File: src/rtl/dbg_irq_pkg.sv
package dbg_irq_pkg;
  localparam int ADDR_W = 2;
  localparam logic [ADDR_W-1:0] ADDR_SRC   = 2'd0;
  localparam logic [ADDR_W-1:0] ADDR_EN    = 2'd1;
  localparam logic [ADDR_W-1:0] ADDR_ABORT = 2'd2;
endpackage

File: src/rtl/dbg_irq_route.sv
module dbg_irq_route #(
  parameter int NUM_PROC = 4,
  parameter int PID_W    = 2
) (
  input  logic                clk,
  input  logic                rst_n,
  input  logic                msg_evt,
  input  logic [PID_W-1:0]    msg_pid,
  input  logic                dbg_abort,
  input  logic [NUM_PROC-1:0] sw_abt,
  output logic [NUM_PROC-1:0] msg_set,
  output logic [NUM_PROC-1:0] abt_set
);
  for (genvar i = 0; i < NUM_PROC; i++) begin : g_route
    assign msg_set[i] = msg_evt && (msg_pid == PID_W'(i));
    assign abt_set[i] = dbg_abort | sw_abt[i];
  end

  // a message event targets exactly one processor
  p_msg_target_r2: assert property (@(posedge clk) disable iff (!rst_n)
    msg_evt |-> (msg_set[msg_pid] && $onehot(msg_set)));
  p_msg_quiet_r2: assert property (@(posedge clk) disable iff (!rst_n)
    !msg_evt |-> (msg_set == '0));
  // the debug-port abort reaches every processor
  p_abort_bcast_r4: assert property (@(posedge clk) disable iff (!rst_n)
    dbg_abort |-> (&abt_set));
endmodule

File: src/rtl/dbg_irq_cell.sv
module dbg_irq_cell (
  input  logic clk,
  input  logic rst_n,
  input  logic msg_set,
  input  logic abt_set,
  input  logic msg_clr,
  input  logic abt_clr,
  input  logic abt_en,
  output logic msg_pend,
  output logic abt_pend,
  output logic irq
);
  always_ff @(posedge clk or negedge rst_n) begin
    if (!rst_n) begin
      msg_pend <= 1'b0;
      abt_pend <= 1'b0;
    end else begin
      msg_pend <= msg_set | (msg_pend & ~msg_clr);
      abt_pend <= abt_set | (abt_pend & ~abt_clr);
    end
  end

  assign irq = msg_pend | (abt_pend & abt_en);

  p_msg_set_r2: assert property (@(posedge clk) disable iff (!rst_n)
    msg_set |=> msg_pend);
  p_msg_hold_r3: assert property (@(posedge clk) disable iff (!rst_n)
    (msg_pend && !msg_clr) |=> (msg_pend && irq));
  p_msg_clear_r7: assert property (@(posedge clk) disable iff (!rst_n)
    (msg_clr && !msg_set) |=> !msg_pend);
  p_abt_clear_r7: assert property (@(posedge clk) disable iff (!rst_n)
    (abt_clr && !abt_set) |=> !abt_pend);
  p_set_wins_r8: assert property (@(posedge clk) disable iff (!rst_n)
    (abt_set && abt_clr) |=> abt_pend);
endmodule

File: src/rtl/dbg_irq_regs.sv
module dbg_irq_regs
  import dbg_irq_pkg::*;
#(
  parameter int NUM_PROC = 4,
  parameter int SRC_W    = 8
) (
  input  logic                clk,
  input  logic                rst_n,
  input  logic                bus_wr,
  input  logic [ADDR_W-1:0]   bus_addr,
  input  logic [SRC_W-1:0]    bus_wdata,
  input  logic [NUM_PROC-1:0] msg_pend,
  input  logic [NUM_PROC-1:0] abt_pend,
  output logic [NUM_PROC-1:0] abt_en,
  output logic [NUM_PROC-1:0] msg_clr,
  output logic [NUM_PROC-1:0] abt_clr,
  output logic [NUM_PROC-1:0] sw_abt,
  output logic [SRC_W-1:0]    bus_rdata
);
  logic wr_src, wr_en, wr_abort;

  assign wr_src   = bus_wr && (bus_addr == ADDR_SRC);
  assign wr_en    = bus_wr && (bus_addr == ADDR_EN);
  assign wr_abort = bus_wr && (bus_addr == ADDR_ABORT);

  assign msg_clr = wr_src   ? bus_wdata[NUM_PROC-1:0]        : '0;
  assign abt_clr = wr_src   ? bus_wdata[SRC_W-1:NUM_PROC]    : '0;
  assign sw_abt  = wr_abort ? bus_wdata[NUM_PROC-1:0]        : '0;

  always_ff @(posedge clk or negedge rst_n) begin
    if (!rst_n) abt_en <= '1;
    else if (wr_en) abt_en <= bus_wdata[NUM_PROC-1:0];
  end

  always_comb begin
    bus_rdata = '0;
    unique case (bus_addr)
      ADDR_SRC: bus_rdata = {abt_pend, msg_pend};
      ADDR_EN:  bus_rdata[NUM_PROC-1:0] = abt_en;
      default:  bus_rdata = '0;
    endcase
  end

  p_en_write_r9: assert property (@(posedge clk) disable iff (!rst_n)
    wr_en |=> (abt_en == $past(bus_wdata[NUM_PROC-1:0])));
  p_en_hold_r9: assert property (@(posedge clk) disable iff (!rst_n)
    !wr_en |=> $stable(abt_en));
endmodule

File: src/rtl/dbg_irq_agg.sv
module dbg_irq_agg
  import dbg_irq_pkg::*;
#(
  parameter  int NUM_PROC = 4,
  localparam int PID_W    = (NUM_PROC > 1) ? $clog2(NUM_PROC) : 1,
  localparam int SRC_W    = 2 * NUM_PROC
) (
  input  logic                clk,
  input  logic                rst_n,
  input  logic                msg_evt,
  input  logic [PID_W-1:0]    msg_pid,
  input  logic                dbg_abort,
  input  logic                bus_wr,
  input  logic [ADDR_W-1:0]   bus_addr,
  input  logic [SRC_W-1:0]    bus_wdata,
  output logic [SRC_W-1:0]    bus_rdata,
  output logic [NUM_PROC-1:0] irq
);
  logic [NUM_PROC-1:0] msg_set, abt_set, msg_clr, abt_clr, sw_abt;
  logic [NUM_PROC-1:0] msg_pend, abt_pend, abt_en;

  dbg_irq_route #(.NUM_PROC(NUM_PROC), .PID_W(PID_W)) u_route (
    .clk(clk), .rst_n(rst_n), .msg_evt(msg_evt), .msg_pid(msg_pid),
    .dbg_abort(dbg_abort), .sw_abt(sw_abt),
    .msg_set(msg_set), .abt_set(abt_set)
  );

  for (genvar i = 0; i < NUM_PROC; i++) begin : g_cell
    dbg_irq_cell u_cell (
      .clk(clk), .rst_n(rst_n),
      .msg_set(msg_set[i]), .abt_set(abt_set[i]),
      .msg_clr(msg_clr[i]), .abt_clr(abt_clr[i]),
      .abt_en(abt_en[i]),
      .msg_pend(msg_pend[i]), .abt_pend(abt_pend[i]), .irq(irq[i])
    );
  end

  dbg_irq_regs #(.NUM_PROC(NUM_PROC), .SRC_W(SRC_W)) u_regs (
    .clk(clk), .rst_n(rst_n), .bus_wr(bus_wr), .bus_addr(bus_addr),
    .bus_wdata(bus_wdata), .msg_pend(msg_pend), .abt_pend(abt_pend),
    .abt_en(abt_en), .msg_clr(msg_clr), .abt_clr(abt_clr),
    .sw_abt(sw_abt), .bus_rdata(bus_rdata)
  );

  // a software abort bit is visible as pending in the next cycle
  p_sw_abort_r5: assert property (@(posedge clk) disable iff (!rst_n)
    (sw_abt != '0) |=> ((abt_pend & $past(sw_abt)) == $past(sw_abt)));
  // no line is raised without a pending flag behind it
  p_no_spurious_r6: assert property (@(posedge clk) disable iff (!rst_n)
    (irq & ~(msg_pend | abt_pend)) == '0);
endmodule

File: config.mk
export PLATFORM = sky130hd
export DESIGN_NAME = dbg_irq_agg
export DESIGN_NICKNAME = d
export VERILOG_FILES = /design/src/rtl/dbg_irq_pkg.sv /design/src/rtl/dbg_irq_route.sv /design/src/rtl/dbg_irq_cell.sv /design/src/rtl/dbg_irq_regs.sv /design/src/rtl/dbg_irq_agg.sv
export SDC_FILE = /design/constraint.sdc
export NUM_CORES = 1
export LEC_CHECK = 0
export ABC_CLOCK_PERIOD_IN_PS = 2500
export BUFFER_PORTS_ARGS = -buffer_cell sky130_fd_sc_hd__buf_4
export CORE_MARGIN = 5
export CORE_UTILIZATION = 40
export CTS_CLUSTER_DIAMETER = 200
export DETAILED_ROUTE_END_ITERATION = 6
export PLACE_DENSITY_LB_ADDON = 0.08
export SETUP_SLACK_MARGIN = 0.1
export SKIP_CTS_REPAIR_TIMING = 1
export SLEW_MARGIN = 20
export SYNTH_ARGS = -nofsm -noshare
export SYNTH_HDL_FRONTEND = slang
export SYNTH_SLANG_ARGS = --single-unit
File: constraint.sdc
create_clock -name clk -period 2.5 [get_ports clk]
set_input_delay 0.125 -clock clk [delete_from_list [all_inputs] [get_ports clk]]
set_output_delay 0.125 -clock clk [all_outputs]
set_load 0.02 [all_outputs]
Yosys cells after proc, flatten, opt, wreduce, memory -nomap -nowiden
Index checks and enable logic that the tools add are counted.
W data, S select, Z words.
{ "classes": {"eq_ne": 5, "n_mux": 5, "n_bitwise": 36, "reduce_logical": 9} }
{ "op_table": {"columns": ["operator", "n"], "rows": [
  ["$mux W4", 4],
  ["$or A1 B1 Y1", 16],
  ["$and A1 B1 Y1", 12],
  ["$not A1 Y1", 8],
  ["$pmux W4 S2", 1],
  ["$logic_and A1 B1 Y1", 7],
  ["$eq A2 B2 Y1 const B", 3],
  ["$eq A2 B1 Y1 const B", 2],
  ["$logic_not A2 Y1", 2]
]} }
{ "word_totals": {"register_bits": 12, "output_inout_bits": 12, "elab_cells": 64} }

Longest topological paths before layout
{ "depth": {"ltp_word": 6, "mapped_depth": 3, "mapped_depth_nobuf": 2} }

Cells and area by module
From an unflattened synthesis, not the netlist that was laid out.
{ "unflattened": {"cells_unflattened": 73, "area_unflattened_um2": 762.0} }
{ "modules_own_cells": {"columns": ["mod", "instances", "cells_each", "area_per_inst_um2"], "rows": [
  ["dbg_irq_regs", 1, 37, 379.1],
  ["dbg_irq_cell", 4, 7, 80.1],
  ["dbg_irq_route", 1, 8, 62.6]
]} }

Worst setup path before layout
No wires, ideal clock.
{ "synth_path": {"kind": "register to output", "start": "register u_regs.abt_en[0]", "end": "output bus_rdata[0]", "arrival_time_ns": 0.858, "required_time_ns": 2.375, "slack_ns": 1.517, "path_stages_with_launch": 3, "path_buffers": 0, "cell_sequence": "dfstp_2 > mux2i_1 > nor2_1"} }
{ "synth_via": {"elab_chain_cells": 1} }
{ "synth_rtl": {"columns": ["element", "line_no", "source"], "rows": [
  ["from (decl)", "dbg_irq_regs.sv:14", "output logic [NUM_PROC-1:0] abt_en,"],
  ["from (signal assigned)", "dbg_irq_regs.sv:32", "else if (wr_en) abt_en <= bus_wdata[NUM_PROC-1:0];"],
  ["$pmux W4 S2", "dbg_irq_regs.sv:37", "unique case (bus_addr)"],
  ["to (decl)", "dbg_irq_agg.sv:16", "output logic [SRC_W-1:0] bus_rdata,"]
]} }
Every way passes these cells.

Worst setup path in the final report
{ "layout_path": {"start": "register u_regs.abt_en[3]", "end": "output bus_rdata[3]"} }
The elaborated chain is that of the path after synthesis.

==> summary.md <==
| Metric | Value |
|---|---|
| Post-Syn Instances | 64 |
| Clock net sink count | 12 |
| I/O Pins | 29 |
| Clock-pin slew on the worst setup and hold paths | 70 ps |
| Worst Path Buf+Inv | 1 |
| CTS tree | built |
| Setup Viol. Count Final | 0 |
| Diode count | 0 |
| Final min period | 1244 ps |
| Detailed Route Iter0 Violations | 5 |
| Class of the tightest hold or removal check | in -> reg |
| Worst Path Arrival | 1120 ps |
| Chip width | 52.15 um |
| H-Tree Depth | 1 |
| Site Rows | 15 |
| Worst clock skew | 0 ps |
| Top cells by area, synth | dfrtp_1 28%, dfstp_2 15%, nand4bb_1 9.5%, mux2_2 6.3%, a221o_1 5.6% |
| Fmax | 803.8 MHz |
| PwrDens | 554.0 nW/um^2 |
| Initial antenna violation count | 0 |
| DP Cell Count | 111 |
| Worst setup margin | 1256 ps |
| CP delay by family, top | flip-flops |
| CP Data Required Time | 2380 ps |
| CTS buffer count | 3 |
| Synthesis-to-layout area growth | 32.04% |
| Worst path max stage delay | 550 ps |
| Total core area | 1708 sq um |
| Number of synthesized register bits | 12 |
| Crit-path cells | mux2i_1 -> nor2_1 -> buf_4 |
| Vias per Instance | 5.087 |
| Most frequent cells in the layout | 28 x buf_4, 8 x dfrtp_1, 6 x nand4bb_1, 5 x nor2_1, 5 x nand2_1 |
| Crit-path max FO | 3 |
| Mean routed wirelength per cell | 14.59 um |
| Worst setup EP type | primary output |
| Commonest non-fill, non-tap cell in the layout | buf_4 |
| Post-Syn Area per Cell | 11.10 sq um |
| Clk buf depth | 2 |
| CTS Root Cell | clkbuf_4 |
| Non-Filler Instances | 115 |
| VDD IR max | 379.7 uV |
| Total negative slack | 0 ps |
| Kind of critical path | reg -> out |
| # DRC | 0 |
| First-pass GRT wire length | 2580 um |
| Vias in the first global route | 577 |
| Finished Core Util | 54.95% |
| Mapped Area | 710.7 sq um |
| Pre-CTS WS | 1477 ps |
| Syn nets | 81 |
| Part of the cycle the worst path needs | 49.76% |
| Synth top area share | 28.17% |
| Overall power | 519.9 uW |
| Yosys cell types | 19 |
| Leak Pwr | 0.4252 nW |
| Vias | 585 |
| Unrepaired setup endpoints after global routing | false |
| Largest net degree at the start of global routing | 16 |
| Final hold violation count | 0 |
| DR pass1 iterations | 6 |
| Status | finished clean |
| Final HPWL DP | 1320 um |
| Share of layout cells above drive strength 1 | 45.56% |
| Drt total wl | 1678 um |
| Critical path's slowest cell | dfstp_2 |
| Slew @ Worst Pin | 239.5 ps |
| Max cap viols | 0 |
| GR Overflow Total | 0 |
| GRT Util Overall | 13.14% |
| Rel. slew slack | 83.99% |
| Slew Limit Fails | 0 |
| Die area | 2720 sq um |
| Gpl congestion | 0.7433 |
| NumNets Final | 109 |
| Synth area leader | dfrtp_1 |
| Register area share after synthesis | 42.96% |
| Warnings, synthesis | 0 |
| Antenna Violating Nets Remaining | 0 |
| Die Y | 52.15 um |
| IO Port Bufs | 28 |
| Worst setup SP type | flop |
| Clk_lat worst skew | 270 ps |
| Starting density of the core | 41.61% |
state kept, by name, indices dropped and copies added, names as in the netlist:
name                    count
g_cell.u_cell.abt_pend      4
g_cell.u_cell.msg_pend      4
u_regs.abt_en               4
report_power, final:
group	internal [mW]	switching, mW	total (mW)
clock network	0.0557	0.0576	0.113
logic	0.0821	0.0784	0.160
registers	0.228	0.0182	0.246
through the flow:
| stage | hold slack, ps | area [sq um] |
|---|---|---|
| floorplan | -170.6 | 710.7 |
| global placement | -25.22 | 905.9 |
| detailed placement | -28.01 | 905.9 |
| CTS | -323.3 | 928.4 |
| global route | 59.39 | 938.4 |
| finish | 76.49 | 938.4 |
cells by family after synthesis:
kind of cell,count (synthesis),share of synthesized area (%)
flip-flops,12,42.96
AND/OR/NAND/NOR,24,24.12
AO/OA/AOI/OAI,10,12.32
buffers and inverters,10,8.626
multiplexers,8,11.97
path summary, 6_finish.rpt:
kind                                                      from                                  end  slack [ps]  cells after the start
max in group asynchronous                                rst_n         u_regs.abt_en[2]$_DFFE_PN1P_        2040                      2
setup reg to reg           g_cell[3].u_cell.abt_pend$_DFF_PN0_  g_cell[3].u_cell.abt_pend$_DFF_PN0_        1650                      1
hold / removal                                      msg_pid[0]  g_cell[2].u_cell.msg_pend$_DFF_PN0_          80                      2
setup / recovery                  u_regs.abt_en[3]$_DFFE_PN1P_                         bus_rdata[3]        1260                      3
hold reg to reg            g_cell[0].u_cell.msg_pend$_DFF_PN0_  g_cell[0].u_cell.msg_pend$_DFF_PN0_         530                      1
min in group asynchronous                                rst_n  g_cell[2].u_cell.abt_pend$_DFF_PN0_         230                      2
synth_stat cells, drive strengths merged:
master / count
a21o: 2
inv: 4
mux2i: 4
dfstp: 4
o22ai: 2
and4bb: 2
and3b: 1
nand2: 5
buf: 6
nand3b: 1
mux2: 4
and2: 4
a221o: 4
dfrtp: 8
nor2: 5
nand4bb: 6
a32o: 2
per-layer routing:
layer	global-route usage, %	wire length [um]	share of wire, %
met1	15.99	746	44
met2	21.13	808	48
met3	6.304	111	6.6
met4	2.553	12	0.72
met5	0	0	0
cell type report:
cell class                      count  area, sq um
Timing Repair Buffer               29        220.2
Sequential cell                    12        305.3
Inverter                            4        15.01
Tap cell                           25        31.28
Clock buffer                        3        22.52
Multi-Input combinational cell     42        344.1
Fill cell                         159        769.5
No activity file was read; power rests on OpenSTA's default activity.
